--- config.mk ---
export PLATFORM = sky130hd
export DESIGN_NAME = tmr_flag_bank
export DESIGN_NICKNAME = d
export VERILOG_FILES = /design/src/rtl/tfr_pkg.sv /design/src/rtl/tfr_bus_decode.sv /design/src/rtl/tfr_flag_cell.sv /design/src/rtl/tfr_read_port.sv /design/src/rtl/tmr_flag_bank.sv
export SDC_FILE = /design/constraint.sdc
export NUM_CORES = 1
export LEC_CHECK = 0
export ABC_AREA = 0
export BUFFER_PORTS_ARGS = -buffer_cell sky130_fd_sc_hd__buf_2
export CAP_MARGIN = 0
export CELL_PAD_IN_SITES_DETAIL_PLACEMENT = 1
export CELL_PAD_IN_SITES_GLOBAL_PLACEMENT = 1
export CORE_MARGIN = 4
export CORE_UTILIZATION = 33
export CTS_BUF_LIST = sky130_fd_sc_hd__clkbuf_8 sky130_fd_sc_hd__clkbuf_16
export DETAILED_ROUTE_END_ITERATION = 8
export GPL_TIMING_DRIVEN = 0
export PLACE_DENSITY_LB_ADDON = 0.08
export SLEW_MARGIN = 20
export SYNTH_ARGS = -nofsm -noshare
export SYNTH_HDL_FRONTEND = slang
export SYNTH_SLANG_ARGS = --single-unit
--- constraint.sdc ---
create_clock -name clk -period 3.3 [get_ports clk]
set_input_delay 0.165 -clock clk [delete_from_list [all_inputs] [get_ports clk]]
set_output_delay 0.165 -clock clk [all_outputs]
set_load 0.01 [all_outputs]
--- src/rtl/tfr_pkg.sv ---
package tfr_pkg;
  localparam int OFS_CH_FLAGS = 'h0E;
  localparam int OFS_OVF_FLAG = 'h0F;
  localparam int OFS_CNT_HI   = 'h04;
  localparam int OFS_CNT_LO   = 'h05;
  localparam int OFS_CH_BASE  = 'h10;
endpackage

--- src/rtl/tfr_bus_decode.sv ---
module tfr_bus_decode
  import tfr_pkg::*;
#(
  parameter int NUM_CH = 8,
  parameter int ADDR_W = 5
) (
  input  logic              bus_sel,
  input  logic              bus_wr,
  input  logic [ADDR_W-1:0] bus_addr,
  input  logic [NUM_CH-1:0] wdata_ch,
  input  logic              wdata_ovf,
  input  logic              clr_allow,
  input  logic              fast_clr,
  input  logic [NUM_CH-1:0] ch_mode,
  output logic [NUM_CH-1:0] ch_clr,
  output logic              ovf_clr,
  output logic              rd_ch_flags,
  output logic              rd_ovf_flag
);
  localparam logic [ADDR_W-1:0] A_CH  = ADDR_W'(OFS_CH_FLAGS);
  localparam logic [ADDR_W-1:0] A_OVF = ADDR_W'(OFS_OVF_FLAG);
  localparam logic [ADDR_W-1:0] A_CHI = ADDR_W'(OFS_CNT_HI);
  localparam logic [ADDR_W-1:0] A_CLO = ADDR_W'(OFS_CNT_LO);

  logic wr_ch, wr_ovf, cnt_hit, rd_acc;
  logic [NUM_CH-1:0] fast_ch;

  assign rd_acc      = bus_sel && !bus_wr;
  assign wr_ch       = bus_sel && bus_wr && (bus_addr == A_CH) && clr_allow;
  assign wr_ovf      = bus_sel && bus_wr && (bus_addr == A_OVF) && clr_allow;
  assign cnt_hit     = bus_sel && fast_clr && ((bus_addr == A_CHI) || (bus_addr == A_CLO));
  assign rd_ch_flags = rd_acc && (bus_addr == A_CH);
  assign rd_ovf_flag = rd_acc && (bus_addr == A_OVF);

  for (genvar i = 0; i < NUM_CH; i++) begin : g_fast
    localparam logic [ADDR_W-2:0] PAIR = (ADDR_W-1)'(OFS_CH_BASE / 2 + i);
    logic hit;
    assign hit = bus_sel && fast_clr && (bus_addr[ADDR_W-1:1] == PAIR);
    assign fast_ch[i] = hit && (bus_wr == ch_mode[i]);
  end

  assign ch_clr  = ({NUM_CH{wr_ch}} & wdata_ch) | fast_ch;
  assign ovf_clr = (wr_ovf && wdata_ovf) || cnt_hit;
endmodule

--- src/rtl/tfr_flag_cell.sv ---
module tfr_flag_cell (
  input  logic clk,
  input  logic rst,
  input  logic set_evt,
  input  logic clr_req,
  input  logic irq_enable,
  output logic flag,
  output logic irq
);
  always_ff @(posedge clk) begin
    if (rst) begin
      flag <= 1'b0;
      irq  <= 1'b0;
    end else begin
      flag <= set_evt | (flag & ~clr_req);
      irq  <= flag & irq_enable;
    end
  end
endmodule

--- src/rtl/tfr_read_port.sv ---
module tfr_read_port #(
  parameter int NUM_CH = 8,
  parameter int DATA_W = 8
) (
  input  logic              clk,
  input  logic              rst,
  input  logic              rd_ch_flags,
  input  logic              rd_ovf_flag,
  input  logic              bus_sel,
  input  logic              bus_wr,
  input  logic [NUM_CH-1:0] ch_flags,
  input  logic              ovf_flag,
  output logic [DATA_W-1:0] rdata
);
  always_ff @(posedge clk) begin
    if (rst) rdata <= '0;
    else if (bus_sel && !bus_wr) begin
      if (rd_ch_flags)      rdata <= DATA_W'(ch_flags);
      else if (rd_ovf_flag) rdata <= {ovf_flag, {(DATA_W-1){1'b0}}};
      else                  rdata <= '0;
    end
  end
endmodule

--- src/rtl/tmr_flag_bank.sv ---
module tmr_flag_bank #(
  parameter int NUM_CH = 8,
  parameter int ADDR_W = 5,
  parameter int DATA_W = 8
) (
  input  logic              clk,
  input  logic              rst,
  input  logic              bus_sel,
  input  logic              bus_wr,
  input  logic [ADDR_W-1:0] bus_addr,
  input  logic [DATA_W-1:0] bus_wdata,
  output logic [DATA_W-1:0] bus_rdata,
  input  logic              tmr_en,
  input  logic              acc_en,
  input  logic              fast_clr,
  input  logic [NUM_CH-1:0] ch_mode,
  input  logic [NUM_CH-1:0] ch_evt,
  input  logic              ovf_evt,
  input  logic [NUM_CH-1:0] irq_en,
  input  logic              ovf_irq_en,
  output logic [NUM_CH-1:0] ch_irq,
  output logic              ovf_irq
);
  localparam int OVF_BIT = DATA_W - 1;

  logic [NUM_CH-1:0] ch_clr, ch_flag_q;
  logic ovf_clr, ovf_flag_q, rd_ch_flags, rd_ovf_flag;

  tfr_bus_decode #(.NUM_CH(NUM_CH), .ADDR_W(ADDR_W)) u_dec (
    .bus_sel    (bus_sel),
    .bus_wr     (bus_wr),
    .bus_addr   (bus_addr),
    .wdata_ch   (bus_wdata[NUM_CH-1:0]),
    .wdata_ovf  (bus_wdata[OVF_BIT]),
    .clr_allow  (tmr_en | acc_en),
    .fast_clr   (fast_clr),
    .ch_mode    (ch_mode),
    .ch_clr     (ch_clr),
    .ovf_clr    (ovf_clr),
    .rd_ch_flags(rd_ch_flags),
    .rd_ovf_flag(rd_ovf_flag)
  );

  for (genvar i = 0; i < NUM_CH; i++) begin : g_ch
    tfr_flag_cell u_cell (
      .clk       (clk),
      .rst       (rst),
      .set_evt   (ch_evt[i]),
      .clr_req   (ch_clr[i]),
      .irq_enable(irq_en[i]),
      .flag      (ch_flag_q[i]),
      .irq       (ch_irq[i])
    );
  end

  tfr_flag_cell u_ovf (
    .clk       (clk),
    .rst       (rst),
    .set_evt   (ovf_evt),
    .clr_req   (ovf_clr),
    .irq_enable(ovf_irq_en),
    .flag      (ovf_flag_q),
    .irq       (ovf_irq)
  );

  tfr_read_port #(.NUM_CH(NUM_CH), .DATA_W(DATA_W)) u_rd (
    .clk        (clk),
    .rst        (rst),
    .rd_ch_flags(rd_ch_flags),
    .rd_ovf_flag(rd_ovf_flag),
    .bus_sel    (bus_sel),
    .bus_wr     (bus_wr),
    .ch_flags   (ch_flag_q),
    .ovf_flag   (ovf_flag_q),
    .rdata      (bus_rdata)
  );
endmodule

Word level (Yosys, flattened, before mapping)
Index checks and enable logic that the tools add are counted.
Operators by class
  reductions and logical operators: 30
  bitwise operators: 39
  multiplexer cells: 2
  eq/ne operators: 20
Operators with widths (count)
  == test 4 bit, second input constant: 8
  logical AND 1 bit: 27
  AND 1 bit: 18
  two-way mux 8 bit: 2
  == test 5 x 3 -> 1 bit, second input constant: 2
  == test 5 x 4 -> 1 bit, second input constant: 2
  bitwise OR 1 bit: 10
  inverter 1 bit: 9
  AND 8 bit: 1
  == test 1 bit: 8
  bitwise OR 8 bit: 1
  logical OR 1 bit: 2
  logical NOT 1 bit: 1
Storage, ports and cells
  bits in registers: 26
  output and inout port bits: 17
  input bits: 46
  logic and storage cells: 110

Longest topological paths before layout
  word-level depth: 8
  depth in mapped cells: 5
  gate-level depth less buffers: 4

Hierarchy
Synthesis repeated with hierarchy kept, for this count alone.
Second synthesis, totals
  cell total of the unflattened synthesis: 143
  area total of the unflattened synthesis: 1242.4 um2
By module, submodules not included
  tfr_flag_cell: seq. area each 40.0 um2, area each 66.3 um2, cells an instance 7, times used 9
  tfr_read_port: seq. area each 160.2 um2, area each 331.6 um2, cells an instance 39, times used 1
  tfr_bus_decode: seq. area each 0.0 um2, area each 307.8 um2, cells an instance 40, times used 1
  tmr_flag_bank: seq. area each 0.0 um2, area each 6.3 um2, cells an instance 1, times used 1

Worst setup path before layout
Ideal clock, no wire load.
  path type: input to register
  from: input port bus_wr
  to: register u_ovf.flag
  arrival: 1.061 ns
  buffers on the path: 1
  stages on the path: 5
  required time: 3.185 ns
  setup time: 0.115 ns
  setup slack: 2.124 ns
  cells stage by stage: buf_4 -> o211ai_1 -> or4_1 -> a31oi_1 -> nor2_1
On the way
  longest elaborated chain between the ends: 8
RTL lines
  start, declared: line tmr_flag_bank.sv:9  | input logic bus_wr,
  logical AND 1 bit (3 in series): line tfr_bus_decode.sv:30  | assign wr_ovf = bus_sel && bus_wr && (bus_addr == A_OVF) && clr_allow;
  logical AND 1 bit: line tfr_bus_decode.sv:43  | assign ovf_clr = (wr_ovf && wdata_ovf) || cnt_hit;
  logical OR 1 bit: line tfr_bus_decode.sv:43
  inverter 1 bit: line tfr_flag_cell.sv:15  | flag <= set_evt | (flag & ~clr_req);
  AND 1 bit: line tfr_flag_cell.sv:15
  bitwise OR 1 bit: line tfr_flag_cell.sv:15
  end signal, assigned: line tfr_flag_cell.sv:15
  end, declared: line tfr_flag_cell.sv:7  | output logic flag,
No other way between the ends.
A chain may end at the register's enable or synchronous reset.

Worst setup path in the final report
  from: input port bus_addr[4]
  to: register u_rd.rdata[1]
On the way
  longest elaborated chain between the ends: 3
RTL lines
  start, declared: line tmr_flag_bank.sv:10  | input logic [ADDR_W-1:0] bus_addr,
  == test 5 x 4 -> 1 bit: line tfr_bus_decode.sv:32  | assign rd_ch_flags = rd_acc && (bus_addr == A_CH);
  logical AND 1 bit: line tfr_bus_decode.sv:32
  two-way mux 8 bit: line tfr_read_port.sv:18  | if (rd_ch_flags) rdata <= DATA_W'(ch_flags);
  end signal, assigned: line tfr_read_port.sv:18
  end signal, assigned: line tfr_read_port.sv:19  | else if (rd_ovf_flag) rdata <= {ovf_flag, {(DATA_W-1){1'b0}}};
  end, declared: line tfr_read_port.sv:13  | output logic [DATA_W-1:0] rdata
No other way between the ends.

==> impl_metrics.json <==
{
  "design.die.area_um2": 4450,
  "hp-class": "input pin to flip-flop",
  "kind_of_cell_adding_the_most_delay_to_the_critical_path": "simple AND/OR/NAND/NOR gates",
  "die_y_um": 66.7,
  "grt_setup_unrepaired": "false",
  "fin_util_pct": 46.8,
  "post-cts-setup-buffer-count": 0,
  "sequential_share_of_the_synthesized_area_pct": 45.7,
  "number_of_levels_in_the_clock_h_tree": 1,
  "std_cell_rows": 21,
  "worstSetupPathType": "input pin to flip-flop",
  "cp_data_arrival_time_ns": 1.39,
  "route.detailed.vias_per_inst": 4.90,
  "ys_types": 27,
  "place.port_buffers": 62,
  "startpoint_type": "input pin",
  "timing.critical_path.fanout_max": 7,
  "required_ns": 3.51,
  "fp.dieW_um": 66.7,
  "multi_input_gate_area_in_the_final_layout_um2": 528,
  "r2r_end": "g_ch[5].u_cell.flag",
  "clkTransAtPathRegs_ns": 0.09,
  "dp_hpwl_um": 2750,
  "worst_path_largest_cell_delay_ns": 0.35,
  "whs_path_depth": 2,
  "first_pass_grt_wire_length_um": 5110,
  "detail-route-antenna-nets": 0,
  "grt_start_max_net_pins": 15,
  "cp_slowest_cell": "sky130_fd_sc_hd__nor3_4",
  "holdBufCountCts": 0,
  "tightest_slew_ns": 0.473,
  "hold_path_end": "g_ch[3].u_cell.flag",
  "worstReg2RegStart": "g_ch[5].u_cell.flag",
  "power_leakage_nw": 0.782,
  "synthesis.nets": 160,
  "achievable-frequency_mhz": 852,
  "area.growth.synth_to_final_pct": 37.1,
  "hold_path.startpoint": "ch_evt[3]",
  "setup_tns_ns": 0,
  "filler_cell_count": 422,
  "cts_max_path_buffers": 2,
  "timing.reg2reg.worst_path_depth": 3,
  "finalWirelength_um": 3250,
  "diodes": 0,
  "cts_tree": "built",
  "yosys_warnings": 0,
  "number_of_buffers_and_inverters_on_the_critical_path": 1,
  "grt_antenna_before_repair": 0,
  "grtUsageTotal_pct": 15.3,
  "dr.pass1.iters": 2,
  "cell_by_cell_listing_of_the_critical_path": "buf_2 -> nand4b_1 -> nand2b_1 -> nor3_4 -> a22o_1",
  "via_count": 1108,
  "fin_crit_period_ns": 1.17,
  "cts-root-buf": "sky130_fd_sc_hd__clkbuf_8",
  "relative_max_transition_margin_pct": 68.5,
  "cap_viol_max_count": 0,
  "top_level_ports": 63,
  "detail_route.iter0.violations": 44,
  "mappedNetlistArea_um2": 1140,
  "clock_latency_ns": 0.26,
  "grt_pass1_vias": 1115,
  "post-layout-total-power_mw": 0.625,
  "worst-r2r-setup-slack_ns": 2.48,
  "synthesized_instance_count": 114,
  "ir_worst_vdd_mv": 0.138,
  "finalSetupViolCount": 0,
  "finClkSkew_ns": 0.00141,
  "number_of_drc_violations_after_detailed_routing": 0,
  "clock_sink_count": 26,
  "run_status": "complete, no violations",
  "core_region_area_um2": 3340,
  "critical_path.endpoint_type": "flip-flop",
  "synthesis.area_per_instance_um2": 9.99,
  "slew_violations": 0,
  "initial_core_util_pct": 34.1,
  "post_synthesis_register_bit_count": 26,
  "register_cell_area_after_layout_um2": 520,
  "count_of_cells_resized_by_post_cts_repair": 0,
  "finalHoldViolCount": 0,
  "gp_routability_congestion": 0.822,
  "grt_remaining_overflow": 0,
  "powerDensity_nw_per_um2": 401,
  "wire_per_inst_um": 14.4,
  "fin_crit_sh_pct": 35.6,
  "fraction_of_layout_cells_with_a_size_suffix_above_1_pct": 42.2,
  "num-nets-final": 227,
  "total_cts_buffers": 3
}
==> routing by layer <==
layer  routed length, um  up-vias  global-route usage (%)
li1                    -      553                       -
met5                   0        -                       0
met2                1600       34                    25.6
met3                 229        2                    3.37
met1                1410      519                    19.8
met4                  21        0                    3.81
==> report_power, final <==
part	total, mW	switching (mW)	internal, mW
registers	0.334	0.00801	0.326
clock network	0.203	0.0963	0.106
logic	0.0890	0.0431	0.0460
total	0.625	0.147	0.478
==> cells in the mapped netlist <==
library cell               number  area, um2
sky130_fd_sc_hd__dfxtp_1       26        521
sky130_fd_sc_hd__and3_1         9       56.3
sky130_fd_sc_hd__buf_4          9       67.6
sky130_fd_sc_hd__xor2_1         8       70.1
sky130_fd_sc_hd__a22o_1         7       61.3
sky130_fd_sc_hd__a31oi_1        6       37.5
sky130_fd_sc_hd__o21a_1         5       37.5
sky130_fd_sc_hd__inv_1          4       15.0
sky130_fd_sc_hd__nor2_1         4       15.0
sky130_fd_sc_hd__o31ai_1        4       30.0
sky130_fd_sc_hd__a21oi_1        3       15.0
sky130_fd_sc_hd__nand2_1        3       11.3
sky130_fd_sc_hd__nand2b_1       3       18.8
sky130_fd_sc_hd__nand4b_1       3       26.3
sky130_fd_sc_hd__nor3_1         3       15.0
sky130_fd_sc_hd__o41ai_1        3       26.3
sky130_fd_sc_hd__clkbuf_1       2       7.51
sky130_fd_sc_hd__nor4b_1        2       17.5
sky130_fd_sc_hd__or4_1          2       15.0
sky130_fd_sc_hd__and2_0         1       6.26
sky130_fd_sc_hd__mux2i_1        1       10.0
sky130_fd_sc_hd__nand4_1        1       6.26
sky130_fd_sc_hd__nor3_4         1       16.3
sky130_fd_sc_hd__o211a_1        1       10.0
sky130_fd_sc_hd__o211ai_1       1       7.51
sky130_fd_sc_hd__o31a_1         1       8.76
sky130_fd_sc_hd__or4b_1         1       10.0
==> flip-flops by register name, summed over array words and instances (netlist names) <==
signal            count
u_ovf.irq             1
u_ovf.flag            1
g_ch.u_cell.flag      8
u_rd.rdata            8
g_ch.u_cell.irq       8
==> logic make-up after synthesis <==
| kind of cell | Yosys count | synth area share, % |
|---|---|---|
| AO/OA/AOI/OAI | 31 | 20.6 |
| XOR/XNOR | 8 | 6.15 |
| buffers and inverters | 15 | 7.91 |
| flip-flops | 26 | 45.7 |
| AND/OR/NAND/NOR | 33 | 18.8 |
| multiplexers | 1 | 0.879 |
==> area by class of cell <==
type                    count  share of cell area [%]
multi-input cells          73                    33.8
flip-flops and latches     26                    33.3
repair buffers             62                    19.9
plain buffers              11                    4.81
well taps                  46                    3.69
clock buffers               4                    3.53
inverters                   4                   0.962
==> stage by stage <==
stage	setup WS [ns]	hold slack (ns)	instances	instance area, um2
final	2.13	0.106	226	1560
after global routing	2.01	0.0960	226	1560
after global placement	1.88	0.372	222	1510
after detailed placement	1.84	0.376	222	1510
after floorplan	2.12	0.237	114	1140
after CTS	2.11	0.104	226	1560
==> worst reg2reg max path, cell delays in order (launching register included) <==
cell                      delay, ns
sky130_fd_sc_hd__dfxtp_1       0.39
sky130_fd_sc_hd__o31a_1        0.16
sky130_fd_sc_hd__nor2_1        0.04
sky130_fd_sc_hd__nor3_1        0.15
==> worst max-delay path by stage <==
stage,start,endpoint,slack [ns],cells after the start
2_1_floorplan,bus_wr,u_ovf.flag,2.12,5
3_3_place_gp,bus_addr[4],u_rd.rdata[3],1.88,5
3_5_place_dp,bus_addr[4],u_rd.rdata[1],1.84,5
4_1_cts,bus_addr[4],u_rd.rdata[1],2.11,5
5_1_grt,bus_addr[4],u_rd.rdata[6],2.01,5
6_report,bus_addr[4],u_rd.rdata[1],2.13,5
==> cells in the final DEF, fill, tap and decap left out, drive strengths merged <==
master,Yosys,routed
nor3,4,4
and2,1,1
nand4,1,1
o211a,1,1
nand4b,3,3
and3,9,9
o41ai,3,3
buf,9,71
or4,2,2
o31a,1,1
nand2b,3,3
nor4b,2,2
a21oi,3,3
or4b,1,1
dfxtp,26,26
a22o,7,7
o211ai,1,1
inv,4,4
xor2,8,8
o21a,5,5
o31ai,4,4
nor2,4,4
nand2,3,3
mux2i,1,1
a31oi,6,6
clkbuf,2,6
Note: power is estimated with default switching activity, not from simulation.
